**config.mk**
```make
export PLATFORM = sky130hd
export DESIGN_NAME = dac_card_ctrl
export DESIGN_NICKNAME = d
export VERILOG_FILES = /design/src/rtl/dcc_pkg.sv /design/src/rtl/dcc_addr_decode.sv /design/src/rtl/dcc_seq.sv /design/src/rtl/dcc_chan_model.sv /design/src/rtl/dac_card_ctrl.sv
export SDC_FILE = /design/constraint.sdc
export NUM_CORES = 1
export LEC_CHECK = 0
export ABC_AREA = 0
export BUFFER_PORTS_ARGS = -buffer_cell sky130_fd_sc_hd__buf_2
export CAP_MARGIN = 20
export CORE_MARGIN = 2
export CORE_UTILIZATION = 60
export CTS_BUF_LIST = sky130_fd_sc_hd__clkbuf_16
export DETAILED_ROUTE_END_ITERATION = 8
export PLACE_DENSITY = 0.84
export SYNTH_ARGS = -nofsm -noshare
export SYNTH_HDL_FRONTEND = slang
export SYNTH_SLANG_ARGS = --single-unit
```
**constraint.sdc**
```tcl
create_clock -name clk -period 3.6 [get_ports clk]
set_input_delay 0.18 -clock clk [delete_from_list [all_inputs] [get_ports clk]]
set_output_delay 0.18 -clock clk [all_outputs]
set_load 0.05 [all_outputs]
```
**src/rtl/dcc_pkg.sv**
```systemverilog
package dcc_pkg;

    typedef enum logic [1:0] {
        ST_IDLE,
        ST_STROBE,
        ST_HOLD,
        ST_XFER
    } seq_state_e;

    function automatic int ceil_div(input int num, input int den);
        return (num + den - 1) / den;
    endfunction

    function automatic int max3(input int a, input int b, input int c);
        int m;
        m = (a > b) ? a : b;
        return (m > c) ? m : c;
    endfunction

endpackage

```
**src/rtl/dcc_addr_decode.sv**
```systemverilog
module dcc_addr_decode #(
    parameter int          N         = 8,
    parameter logic [15:0] CH_BASE   = 16'h4000,
    parameter logic [15:0] XFER_ADDR = 16'h4100
) (
    input  logic [15:0]  addr,
    output logic [N-1:0] ch_hit,
    output logic         xfer_hit
);
    localparam logic [13:0] BASE_BLK = CH_BASE[15:2];

    // Only offsets 1 (first byte) and 2 (second byte) of a block are decoded.
    logic byte_slot;
    assign byte_slot = addr[1] ^ addr[0];

    for (genvar c = 0; c < N; c++) begin : g_blk
        localparam logic [13:0] BLK = BASE_BLK + 14'(c);
        assign ch_hit[c] = byte_slot && (addr[15:2] == BLK);
    end

    assign xfer_hit = (addr == XFER_ADDR);

endmodule

```
**src/rtl/dcc_seq.sv**
```systemverilog
module dcc_seq
    import dcc_pkg::*;
#(
    parameter int N          = 8,
    parameter int DW         = 8,
    parameter int STROBE_CYC = 32,
    parameter int HOLD_CYC   = 9,
    parameter int XFER_CYC   = 4
) (
    input  logic          clk,
    input  logic          rst_n,
    input  logic          start,
    input  logic [N-1:0]  ch_hit,
    input  logic          xfer_hit,
    input  logic          a0,
    input  logic [DW-1:0] din,
    output logic [N-1:0]  cs_n,
    output logic          byte_hi,
    output logic          wr_n,
    output logic [N-1:0]  xfer_n,
    output logic [DW-1:0] dout
);
    localparam int CW = $clog2(max3(STROBE_CYC, HOLD_CYC, XFER_CYC) + 1);

    seq_state_e      state_q, state_d;
    logic [CW-1:0]   cnt_q, cnt_d;
    logic            load, fire;
    logic [N-1:0]    sel_q;
    logic [N-1:0]    word_q;
    logic            a0_q;
    logic [DW-1:0]   data_q;

    // Next state: transitions LOAD, FIRE, RELEASE, DONE, END
    always_comb begin
        state_d = state_q;
        cnt_d   = cnt_q;
        load    = 1'b0;
        fire    = 1'b0;
        unique case (state_q)
            ST_IDLE: begin
                if (start && (|ch_hit)) begin
                    state_d = ST_STROBE;
                    cnt_d   = CW'(STROBE_CYC - 1);
                    load    = 1'b1;
                end else if (start && xfer_hit) begin
                    state_d = ST_XFER;
                    cnt_d   = CW'(XFER_CYC - 1);
                    fire    = 1'b1;
                end
            end
            ST_STROBE: begin
                if (cnt_q == '0) begin
                    state_d = ST_HOLD;
                    cnt_d   = CW'(HOLD_CYC - 1);
                end else begin
                    cnt_d = cnt_q - 1'b1;
                end
            end
            ST_HOLD: begin
                if (cnt_q == '0) state_d = ST_IDLE;
                else             cnt_d   = cnt_q - 1'b1;
            end
            ST_XFER: begin
                if (cnt_q == '0) state_d = ST_IDLE;
                else             cnt_d   = cnt_q - 1'b1;
            end
            default: state_d = ST_IDLE;
        endcase
    end

    // State register and captured request
    always_ff @(posedge clk or negedge rst_n) begin
        if (!rst_n) begin
            state_q <= ST_IDLE;
            cnt_q   <= '0;
            sel_q   <= '0;
            word_q  <= '1;
            a0_q    <= 1'b0;
            data_q  <= '0;
        end else begin
            state_q <= state_d;
            cnt_q   <= cnt_d;
            if (load) begin
                sel_q  <= ch_hit;
                a0_q   <= a0;
                data_q <= din;
            end
            if (fire) word_q <= din[N-1:0];
        end
    end

    // Outputs
    always_comb begin
        cs_n   = '1;
        wr_n   = 1'b1;
        xfer_n = '1;
        unique case (state_q)
            ST_IDLE:   ;
            ST_STROBE: begin
                cs_n = ~sel_q;
                wr_n = 1'b0;
            end
            ST_HOLD:   cs_n = ~sel_q;
            ST_XFER:   xfer_n = word_q;
            default:   ;
        endcase
    end

    assign byte_hi = a0_q;
    assign dout    = data_q;

    // Window counters used only by the checks below
    logic [CW-1:0] lo_run, hold_run, xf_run;
    always_ff @(posedge clk or negedge rst_n) begin
        if (!rst_n) begin
            lo_run   <= '0;
            hold_run <= '0;
            xf_run   <= '0;
        end else begin
            lo_run   <= (!wr_n) ? lo_run + 1'b1 : '0;
            hold_run <= (wr_n && !(&cs_n)) ? hold_run + 1'b1 : '0;
            xf_run   <= (!(&xfer_n)) ? xf_run + 1'b1 : '0;
        end
    end

    AST_CS_ONEHOT: assert property (@(posedge clk) disable iff (!rst_n)
        $onehot0(~cs_n));
    AST_STROBE_WIDTH: assert property (@(posedge clk) disable iff (!rst_n)
        $rose(wr_n) |-> (lo_run == CW'(STROBE_CYC)));
    AST_STROBE_HAS_CS: assert property (@(posedge clk) disable iff (!rst_n)
        !wr_n |-> ($countones(~cs_n) == 1));
    AST_HOLD_WIDTH: assert property (@(posedge clk) disable iff (!rst_n)
        $rose(&cs_n) |-> (hold_run == CW'(HOLD_CYC)));
    AST_DATA_STABLE: assert property (@(posedge clk) disable iff (!rst_n)
        (!(&cs_n) && $past(!(&cs_n))) |-> ($stable(dout) && $stable(byte_hi)));
    AST_XFER_WIDTH: assert property (@(posedge clk) disable iff (!rst_n)
        $rose(&xfer_n) |-> (xf_run == CW'(XFER_CYC)));
    AST_XFER_ALONE: assert property (@(posedge clk) disable iff (!rst_n)
        !(&xfer_n) |-> ((&cs_n) && wr_n));

endmodule

```
**src/rtl/dcc_chan_model.sv**
```systemverilog
module dcc_chan_model #(
    parameter int DW  = 8,
    parameter int RES = 12
) (
    input  logic           clk,
    input  logic           rst_n,
    input  logic           cs_n,
    input  logic           wr1_n,
    input  logic           byte_hi,
    input  logic           wr2_n,
    input  logic           xfer_n,
    input  logic [DW-1:0]  din,
    output logic [RES-1:0] code
);
    localparam int LO = RES - DW;

    logic [DW-1:0] hi_q;
    logic [LO-1:0] lo_q;

    always_ff @(posedge clk or negedge rst_n) begin
        if (!rst_n) begin
            hi_q <= '0;
            lo_q <= '0;
            code <= '0;
        end else begin
            if (!cs_n && !wr1_n) begin
                if (byte_hi) hi_q <= din;
                lo_q <= din[DW-1 -: LO];
            end
            if (!wr2_n && !xfer_n) code <= {hi_q, lo_q};
        end
    end

    AST_OUT_HOLD: assert property (@(posedge clk) disable iff (!rst_n)
        xfer_n |=> $stable(code));

endmodule

```
**src/rtl/dac_card_ctrl.sv**
```systemverilog
module dac_card_ctrl
    import dcc_pkg::*;
#(
    parameter int          N           = 8,
    parameter logic [15:0] CH_BASE     = 16'h4000,
    parameter logic [15:0] XFER_ADDR   = 16'h4100,
    parameter int          CLK_NS      = 10,
    parameter int          WR_MIN_NS   = 320,
    parameter int          HOLD_MIN_NS = 90,
    parameter int          XFER_CYC    = 4
) (
    input  logic            clk,
    input  logic            rst_n,
    input  logic [15:0]     bus_addr,
    input  logic [7:0]      bus_data,
    input  logic            bus_wr_n,
    output logic [N-1:0]    dac_cs_n,
    output logic            dac_byte_hi,
    output logic            dac_wr_n,
    output logic [N-1:0]    dac_xfer_n,
    output logic [7:0]      dac_data,
    output logic [12*N-1:0] chan_code
);
    localparam int DW         = 8;
    localparam int RES        = 12;
    localparam int STROBE_CYC = ceil_div(WR_MIN_NS, CLK_NS);
    localparam int HOLD_CYC   = ceil_div(HOLD_MIN_NS, CLK_NS);

    logic         wr_q;
    logic         start;
    logic [N-1:0] ch_hit;
    logic         xfer_hit;

    always_ff @(posedge clk or negedge rst_n) begin
        if (!rst_n) wr_q <= 1'b1;
        else        wr_q <= bus_wr_n;
    end
    assign start = wr_q && !bus_wr_n;

    dcc_addr_decode #(.N(N), .CH_BASE(CH_BASE), .XFER_ADDR(XFER_ADDR)) u_dec (
        .addr     (bus_addr),
        .ch_hit   (ch_hit),
        .xfer_hit (xfer_hit)
    );

    dcc_seq #(
        .N(N), .DW(DW), .STROBE_CYC(STROBE_CYC),
        .HOLD_CYC(HOLD_CYC), .XFER_CYC(XFER_CYC)
    ) u_seq (
        .clk      (clk),
        .rst_n    (rst_n),
        .start    (start),
        .ch_hit   (ch_hit),
        .xfer_hit (xfer_hit),
        .a0       (bus_addr[0]),
        .din      (bus_data),
        .cs_n     (dac_cs_n),
        .byte_hi  (dac_byte_hi),
        .wr_n     (dac_wr_n),
        .xfer_n   (dac_xfer_n),
        .dout     (dac_data)
    );

    for (genvar c = 0; c < N; c++) begin : g_ch
        dcc_chan_model #(.DW(DW), .RES(RES)) u_ch (
            .clk     (clk),
            .rst_n   (rst_n),
            .cs_n    (dac_cs_n[c]),
            .wr1_n   (dac_wr_n),
            .byte_hi (dac_byte_hi),
            .wr2_n   (1'b0),
            .xfer_n  (dac_xfer_n[c]),
            .din     (dac_data),
            .code    (chan_code[c*RES +: RES])
        );
    end

endmodule

```
==> qor.txt, run 1 <==
Tot Pwr = 5.954 mW
number of global-route vias before repair = 5,757
DRT Pass-1 Iters = 5
largest family of logic cells by synthesized area = multiplexers
DRT iter0 DRCs = 355
synthesized cell area = 0.009036 mm²
global-route wire length before repair = 30,810 µm
Least-Margin Pin Slew = 0.8957 ns
vias per inst = 5.708
fin util = 72.83%
post-synthesis xor/xnor area fraction = 0.09693%
die area = 0.01606 mm²
Placement Setup Slack = 1.121 ns
clock slew at reported path FFs = 0.06 ns
Synth Instances = 602
setup TNS = 0 ns
gpl congestion = 0.8228
clk_lat worst skew = 0.49 ns
P_leak = 5.785 nW
Cell Pwr Density = 558.2 mW/mm²
final hold vios = 0
Netlist cell types = 48
Final min period = 2.639 ns
syn avg cell area = 15.01 µm²
Hold Crit Class = input pin to register
Slowest Stage Delay on Critical Path = 0.59 ns
area grow syn2layout = 18.03%
design area = 0.01067 mm²
Synth warnings = 0
largest net degree at the start of global routing = 124
GRT Overall Usage = 24.15%
mux contribution to synthesized area = 26.28%
Filler Cell Count = 930
Die Width = 126.7 µm
unrepaired setup endpoints after global routing = no
final setup violation count = 0
IO Pins = 149
port bufs = 148
fin. max-slew vios = 0
CTS-repair resized insts = 0
Post-Syn Nets = 636
worst hold slack = 0.08446 ns
Slowest-stage cell, CP = dlygate4sd3_1
Worst IR Drop VDD = 312.9 µV
post-synthesis register bit count = 226
Setup CP Type = input pin to register
starting density of the core = 61.71%
Worst EP required = 4.03 ns
register area share after synthesis = 62.71%
initial antenna violation count = 0
placed wire-length estimate = 12,850 µm
Setup WS post-layout = 0.9609 ns
final net count = 786
Die H = 126.7 µm
simple-gate share of the synthesized area = 4.832%
most frequent CP cell = dlygate4sd3_1
Adder-Cell Fraction of Synth Area = 0.9693%
Clock Skew = 0.01361 ns
complex-gate fraction of the synthesized area = 2.326%
CP arrival = 3.07 ns
CTS buffer count = 22
WL per Instance = 20.19 µm
core box area = 0.01464 mm²
Area after DPL = 0.009827 mm²
Sinks on Clock Net = 226
crit-path max FO = 26
share of layout cells above drive strength 1 = 53.13%
f_max = 0.3789 GHz
H-tree depth = 1
MaxCap Viol Count = 0
Post-Layout Cell Count = 952
worst path cell trace = dlygate4sd3_1, buf_2, inv_1, ha_1, or3b_1, nor2_2, nand3_4, o41ai_1, dlygate4sd3_1
routed wire length = 19,220 µm
Residual DRC = 0
number of cells after detailed placement = 898
via count = 5,434
ANT cells = 0
crit start category = input pin
CP Capture Type = register
Routed Antenna Nets = 0
CTS tree = yes
Bufs on Longest Clock Path = 3
crit share post-route = 73.31%
Root Driver = clkbuf_16
total gr overflow = 0
Slew headroom = 40.29%
status = finished, final reports clean
site row count = 44
## worst max-delay path, delay by kind of cell
family	cells	cell delay, ns
buffers and inverters	4	1.24
AND/OR/NAND/NOR	3	0.90
AO/OA/AOI/OAI	1	0.45
adder cells (fa/ha/maj)	1	0.29
## registers in the layout (all words and copies together), names as in the netlist, 2 cells and up
signal,count
u_seq.sel_q,8
u_seq.state_q,2
g_ch.u_ch.lo_q,32
u_seq.word_q,8
u_seq.cnt_q,6
g_ch.u_ch.code,96
g_ch.u_ch.hi_q,64
u_seq.dout,8
## metal layers
layer / wire [µm] / vias up / global-route usage [%] / part of all wire [%]
li1: - / 2430 / - / -
met1: 8502 / 2800 / 34.17 / 44
met2: 9460 / 163 / 40.48 / 49
met3: 846 / 41 / 3.248 / 4.4
met4: 408 / 0 / 5.882 / 2.1
met5: 0 / - / 0 / 0
## Yosys cell counts, drive strengths merged
cell | n | area [µm²]
a211o | 2 | 17.52
nor4 | 3 | 18.77
inv | 9 | 33.78
nor2 | 11 | 51.30
and4b | 1 | 10.01
o311ai | 1 | 8.760
xnor2 | 1 | 8.760
nor3b | 1 | 7.510
nor3 | 4 | 20.02
o2bb2ai | 2 | 17.52
and3 | 1 | 6.260
mux2i | 1 | 10.01
mux2 | 210 | 2365
or4b | 1 | 13.76
a21o | 1 | 7.510
and2b | 1 | 8.760
o22ai | 1 | 6.260
or2 | 2 | 15.02
ha | 7 | 87.58
o21ai | 9 | 48.80
a2bb2oi | 1 | 8.760
and2 | 2 | 12.51
o41ai | 4 | 35.03
dfrtp | 217 | 5430
or3b | 1 | 8.760
nand2 | 26 | 97.59
dfstp | 9 | 236.5
nand3 | 16 | 92.59
nand2b | 10 | 62.56
a211oi | 1 | 7.510
a22oi | 1 | 7.510
a21oi | 3 | 18.77
a22o | 2 | 18.77
buf | 31 | 191.4
o31ai | 1 | 7.510
clkbuf | 7 | 26.28
nand4bb | 1 | 11.26
## timing repair
action	CTS	global route
setup buffers	0	0
endpoints found under the hold margin	141	0
hold buffers	14	0
## final cells by class
| class | instances | area (µm²) | area share, % |
|---|---|---|---|
| flip-flops and latches | 226 | 5667 | 53.13 |
| clock buffers | 23 | 575.6 | 5.397 |
| clock inverters | 17 | 122.6 | 1.150 |
| multi-input cells | 329 | 3118 | 29.24 |
| well taps | 184 | 230.2 | 2.159 |
| inverters | 9 | 33.78 | 0.3168 |
| repair buffers | 164 | 918.4 | 8.611 |
## layout by cell type (no fill, tap or decap), types with 9 or more instances in the layout
cell type / n
buf_2: 147
nor2_1: 9
nand2b_1: 10
nand3_1: 15
dlygate4sd3_1: 14
nand2_1: 26
inv_1: 12
dfrtp_1: 217
mux2_2: 209
dfstp_2: 9
clkbuf_16: 23
## cells by family (layout without fill, tap and decap cells)
logic type,Yosys count,after routing
adders and majority gates,7,7
AOI/OAI and AO/OA,29,29
DFF,226,226
xor gates and xnor gates,1,1
buffers and inverters,47,213
muxes,211,211
and+or+nand+nor,81,81
## worst paths after layout
kind / from / endpoint / slack (ns) / cells past startpoint
min in group asynchronous: rst_n / g_ch[6].u_ch.code[5]$_DFFE_PN0N_ / 0.41 / 2
hold / removal: bus_addr[3] / u_seq.sel_q[5]$_DFFE_PN0P_ / 0.08 / 4
hold reg to reg: g_ch[3].u_ch.code[1]$_DFFE_PN0N_ / g_ch[3].u_ch.code[1]$_DFFE_PN0N_ / 0.50 / 1
setup reg to reg: u_seq.state_q[1]$_DFFE_PN0P_ / g_ch[1].u_ch.hi_q[7]$_DFFE_PN0P_ / 1.10 / 5
max in group asynchronous: rst_n / u_seq.word_q[5]$_DFFE_PN1P_ / 2.15 / 3
setup / recovery: bus_addr[0] / u_seq.sel_q[2]$_DFFE_PN0P_ / 0.96 / 9
## power by group
group / switching, mW / internal [mW]
combinational: 0.728 / 0.394
sequential: 0.0424 / 2.58
clock: 0.914 / 1.29
total: 1.69 / 4.27
Note: power is estimated with default switching activity, not from simulation.
==> run 2, diff against run 1 <==
Settings changed: ABC_AREA 0 to 1, CORE_UTILIZATION 60 to 51, PLACE_DENSITY 0.84 to 0.76.
Clock period 3.6 ns to 2.4 ns, I/O delays scaled along.
==> run 2 against run 1 <==
Setup slack got worse by 0.85 ns; clock power grew 60%; utilization decreased by 11 points; worst hold slack worse by 0.068 ns; non-clock buffer count is 7 higher; first-iteration DRC count grew 8.5%; synthesized cell count up 50%; via count rose by 21%; power up 52%; area after synthesis up 3.5%; largest cell class unchanged; global-route usage decreased by 2.2 points.
==> qor.txt, run 2 <==
synthesized cell area = 0.009354 mm²
Slew headroom = 56.63%
site row count = 49
ANT cells = 0
initial antenna violation count = 0
design area = 0.01105 mm²
Async SR Flop Fraction = 100.0%
Root Driver = clkbuf_16
setup TNS = 0 ns
vias per inst = 5.080
crit share post-route = 95.32%
Yosys top cell by area = dfrtp_1
# Post-CTS Setup Buffers = 0
post-synth top area share = 58.05%
Die Width = 139.4 µm
CTS tree = yes
fin. max-slew vios = 0
syn avg cell area = 10.39 µm²
Sinks on Clock Net = 226
clock slew at reported path FFs = 0.06 ns
Clock Skew = 0.01286 ns
DRT iter0 DRCs = 385
most common cell after layout, fill and taps aside = dfrtp_1
final net count = 1,077
WL per Instance = 16.27 µm
f_max = 0.4371 GHz
Die H = 139.4 µm
routed wire length = 20,980 µm
synth top area cells = dfrtp_1 (58%), nand2_1 (8.5%), mux2_2 (7.7%)
Cell Pwr Density = 819.2 mW/mm²
Top reg by flops = g_ch.u_ch.code
crit start category = register
area grow syn2layout = 18.16%
core box area = 0.01796 mm²
port bufs = 148
number of global-route vias before repair = 6,307
Residual DRC = 0
clk_lat worst skew = 0.50 ns
Area after DPL = 0.01018 mm²
Bufs on Longest Clock Path = 3
H-tree depth = 1
Synth Instances = 900
status = finished, final reports clean
EDFF count, synth = 0
placed wire-length estimate = 14,120 µm
MaxCap Viol Count = 0
biggest regs = g_ch.u_ch.code (96), g_ch.u_ch.hi_q (64), g_ch.u_ch.lo_q (32)
CP Capture Type = output pin
DRT Pass-1 Iters = 5
via count = 6,548
Worst EP required = 2.28 ns
CTS buffer count = 24
P_leak = 5.630 nW
Hold Crit Class = input pin to register
worst hold slack = 0.01685 ns
final setup violation count = 0
Worst IR Drop VDD = 522.3 µV
crit-path max FO = 17
largest net degree at the start of global routing = 76
Netlist cell types = 28
Least-Margin Pin Slew = 0.6462 ns
IO Pins = 149
GRT Overall Usage = 21.96%
Final min period = 2.288 ns
Synth warnings = 0
die area = 0.01944 mm²
max reg flops = 96
CTS-repair resized insts = 0
Routed Antenna Nets = 0
CP arrival = 2.17 ns
Setup CP Type = register to output pin
post-synthesis register bit count = 226
share of layout cells above drive strength 1 = 31.42%
global-route wire length before repair = 34,090 µm
top post-synthesis cells by count = dfrtp_1 (217), nand2_1 (212), o21ai_0 (129)
gpl congestion = 0.7926
Top FF cell, synth = dfrtp_1
Post-Syn Nets = 934
total gr overflow = 0
most numerous cell in the Yosys netlist = dfrtp_1
unrepaired setup endpoints after global routing = no
final hold vios = 0
commonest cells after routing, fill and taps aside = dfrtp_1 (217), nand2_1 (212), buf_2 (147)
starting density of the core = 52.07%
register area share after synthesis = 60.58%
[run 2: cell types whose count changed in the layout (fill, tap and decap cells not counted), moves of 16 or more]
| cell | before | now |
|---|---|---|
| inv_1 | 12 | 73 |
| mux2_2 | 209 | 64 |
| nand2_1 | 26 | 212 |
| o21ai_2 | 1 | 17 |
| o21ai_0 | 8 | 129 |
| nand3_1 | 15 | 31 |
[run 2: cell type report]
class                   count  area, µm²
inverters                  73      274.0
flip-flops and latches    226       5667
multi-input cells         547       3092
well taps                 229      286.5
repair buffers            171      975.9
clock buffers              25      625.6
clock inverters            18      132.6
fillers                  1470       6910
[run 2: metrics by stage]
| step | total power, mW | util, % | instances | worst slack, ns |
|---|---|---|---|---|
| global route | 9.451 | 61.53 | 1289 | 0.008743 |
| floorplan | 5.247 | - | 900 | 0.5626 |
| detailed placement | 5.562 | 56.70 | 1235 | 0.2807 |
| global placement | 5.533 | 56.70 | 1235 | 0.3936 |
| CTS | 9.129 | 61.53 | 1289 | 0.08922 |
| finish | 9.054 | 61.53 | 1289 | 0.1124 |
[run 2: kinds of logic after synthesis]
group / Yosys count / synth area share [%]
simple gates: 314 / 14.90
buf+inv: 127 / 6.367
flops: 226 / 60.58
xor+xnor: 4 / 0.3745
compound gates: 158 / 9.136
mux: 64 / 7.705
fa+ha+maj: 7 / 0.9363
[run 2: critical path, stage by stage (launching register included)]
cell,delay [ns]
dfrtp_1,0.43
ha_1,0.26
inv_1,0.18
or2_2,0.44
buf_2,0.35
[run 2: final timing paths]
check | startpoint | endpoint | slack, ns | depth (start not counted)
max in group asynchronous | rst_n | g_ch[7].u_ch.lo_q[2]$_DFFE_PN0P_ | 1.47 | 3
min in group asynchronous | rst_n | g_ch[0].u_ch.hi_q[3]$_DFFE_PN0P_ | 0.18 | 2
min reg2reg | u_seq.word_q[0]$_DFFE_PN1P_ | u_seq.word_q[0]$_DFFE_PN1P_ | 0.47 | 2
max | u_seq.state_q[0]$_DFFE_PN0P_ | dac_xfer_n[3] | 0.11 | 4
min | bus_addr[5] | u_seq.sel_q[2]$_DFFE_PN0P_ | 0.02 | 4
max reg2reg | u_seq.state_q[0]$_DFFE_PN0P_ | g_ch[6].u_ch.hi_q[4]$_DFFE_PN0P_ | 0.19 | 7
[run 2: repair_timing]
item / in CTS / in global routing
endpoints found under the hold margin: 89 / 0
endpoints found under the setup margin: 0 / 0
hold buffers: 11 / 0
[run 2: metal layers]
metal,part of all wire [%],track usage (%),vias up,wire length (µm)
met5,0,0,-,0
met4,1.3,4.359,0,265
met3,4.4,2.925,25,918
met2,48,36.30,154,10080
met1,46,31.62,3177,9707
li1,-,-,3192,-
[run 2: where the power goes]
group / internal, mW / leakage, nW / switching, mW
sequential: 3.88 / 3.12 / 0.0621
clock: 2.09 / 0.389 / 1.44
combinational: 0.458 / 2.12 / 1.12
==> run 3, diff against run 2 <==
Settings changed: SETUP_SLACK_MARGIN set to 0.2.
==> run 3 against run 2 <==
Non-clock buffer count is 27 higher; clock-buffer cell count stayed put; power is 3.0% higher; wire length is 1.9% higher; critical path depth stayed put; cell count is 2.1% higher; sequential power hardly changed; register-to-register slack better by 0.18 ns; clock power hardly changed; sequential share of layout area is 1.1 points lower; sequential cell count stayed put; clock skew is 0.00094 ns higher.
==> qor.txt, run 3 (synthesized netlist as in run 2, its figures left out) <==
Clock Skew = 0.01380 ns
Worst Hold Depth = 4
worst path cell trace = ha_1, inv_1, or2_4, buf_2
Filler Cell Count = 1,442
CTS tree = yes
unrepaired setup endpoints after global routing = yes
max reg flops = 96
ANT cells = 0
global-route wire length before repair = 34,090 µm
met1 GRT Util = 31.62%
area occupied by multi-input gates = 0.003139 mm²
DRT iter0 DRCs = 424
f_max = 0.4544 GHz
die area = 0.01944 mm²
GRT busiest layer = met2
Cell Pwr Density = 825.3 mW/mm²
GRT Overall Usage = 21.96%
final hold vios = 0
clock slew at reported path FFs = 0.06 ns
Worst EP required = 2.28 ns
clk_lat worst skew = 0.50 ns
crit start category = register
WL per Instance = 16.25 µm
site row count = 49
fin. max-slew vios = 0
number of global-route vias before repair = 6,307
Residual DRC = 0
largest net degree at the start of global routing = 76
H-tree depth = 1
CTS buffer count = 24
DRT Pass-1 Iters = 5
CP arrival = 2.08 ns
status = finished, final reports clean
Least-Margin Pin Slew = 0.6645 ns
routed wire length = 21,380 µm
Bufs on Longest Clock Path = 3
IO Pins = 149
Die H = 139.4 µm
starting density of the core = 52.07%
placed wire-length estimate = 14,120 µm
biggest regs = g_ch.u_ch.code (96), g_ch.u_ch.hi_q (64), g_ch.u_ch.lo_q (32)
vias per inst = 5.059
share of layout cells above drive strength 1 = 33.58%
Post-Layout Cell Count = 1,316
port bufs = 148
GRT met2 Usage = 36.30%
CP Capture Type = output pin
via count = 6,658
Final min period = 2.200 ns
initial antenna violation count = 0
Routed Antenna Nets = 0
number of cells after detailed placement = 1,235
reg2reg path depth = 7
MaxCap Viol Count = 0
Worst IR Drop VDD = 535.1 µV
P_leak = 5.759 nW
Sinks on Clock Net = 226
gpl congestion = 0.7926
setup TNS = 0 ns
total gr overflow = 0
Setup CP Type = register to output pin
Root Driver = clkbuf_16
Top reg by flops = g_ch.u_ch.code
area grow syn2layout = 20.84%
Slowest-stage cell, CP = dfrtp_1
core box area = 0.01796 mm²
Die Width = 139.4 µm
final setup violation count = 0
crit-path max FO = 17
most common cell after layout, fill and taps aside = dfrtp_1
flip-flop and latch area = 0.005667 mm²
Slew headroom = 55.40%
met3 Track Usage GR = 2.925%
commonest cells after routing, fill and taps aside = dfrtp_1 (217), nand2_1 (207), buf_2 (147)
Hold Crit Class = input pin to register
crit share post-route = 91.69%
final net count = 1,104
Slowest Stage Delay on Critical Path = 0.43 ns
[run 3: path summary, 6_finish.rpt]
path	start	endpoint	slack, ns
min in group asynchronous	rst_n	g_ch[0].u_ch.hi_q[2]$_DFFE_PN0P_	0.18
max reg2reg	u_seq.state_q[0]$_DFFE_PN0P_	g_ch[5].u_ch.hi_q[0]$_DFFE_PN0P_	0.37
min	bus_addr[5]	u_seq.sel_q[2]$_DFFE_PN0P_	0.02
max in group asynchronous	rst_n	u_seq.word_q[5]$_DFFE_PN1P_	1.44
min reg2reg	u_seq.word_q[0]$_DFFE_PN1P_	u_seq.word_q[0]$_DFFE_PN1P_	0.47
max	u_seq.state_q[0]$_DFFE_PN0P_	dac_xfer_n[0]	0.20
[run 3: cell type report]
class,count,share of cell area (%)
flip-flops and latches,226,50.13
multi-input cells,547,27.77
repair buffers,198,10.43
clock buffers,25,5.535
inverters,73,2.424
clock inverters,18,1.173
well taps,229,2.535
[run 3: per-layer routing]
| metal | up-vias | part of all wire [%] |
|---|---|---|
| li1 | 3244 | - |
| met1 | 3227 | 46 |
| met2 | 164 | 48 |
| met3 | 23 | 4.6 |
| met4 | 0 | 1.1 |
| met5 | - | 0 |
[run 3: power by group]
part | leakage, nW | internal (mW) | switching [mW]
Clock | 0.389 | 2.09 | 1.44
Combinational | 2.25 | 0.662 | 1.19
Sequential | 3.12 | 3.88 | 0.0626
Total | 5.76 | 6.63 | 2.70
[run 3: through the flow]
stage	setup slack (ns)	power (mW)	util [%]	hold WS [ns]	cell area [µm²]
6_report	0.1995	9.329	62.92	0.01565	11300
5_1_grt	0.09960	9.710	62.92	0.02496	11300
4_1_cts	0.08922	9.129	61.53	0.003854	11050
3_5_place_dp	0.2807	5.562	56.70	0.1295	10180
3_3_place_gp	0.3936	5.533	56.70	0.1335	10180
2_1_floorplan	0.5626	5.247	-	-0.1756	9354
[run 3: worst max-delay path: cells and delay by family (launching register included)]
kind	cells	cell delay, ns
DFF	1	0.43
adders and majority gates	1	0.26
and+or+nand+nor	1	0.34
buffers and inverters	2	0.54
[run 3: repair_timing]
| action | in CTS | in global routing |
|---|---|---|
| gates resized for setup | 0 | 16 |
| endpoints found under the hold margin | 89 | 0 |
| buffers inserted | 0 | 27 |
| hold buffers | 11 | 0 |
| pin swaps | 0 | 7 |
| endpoints found under the setup margin | 8 | 48 |
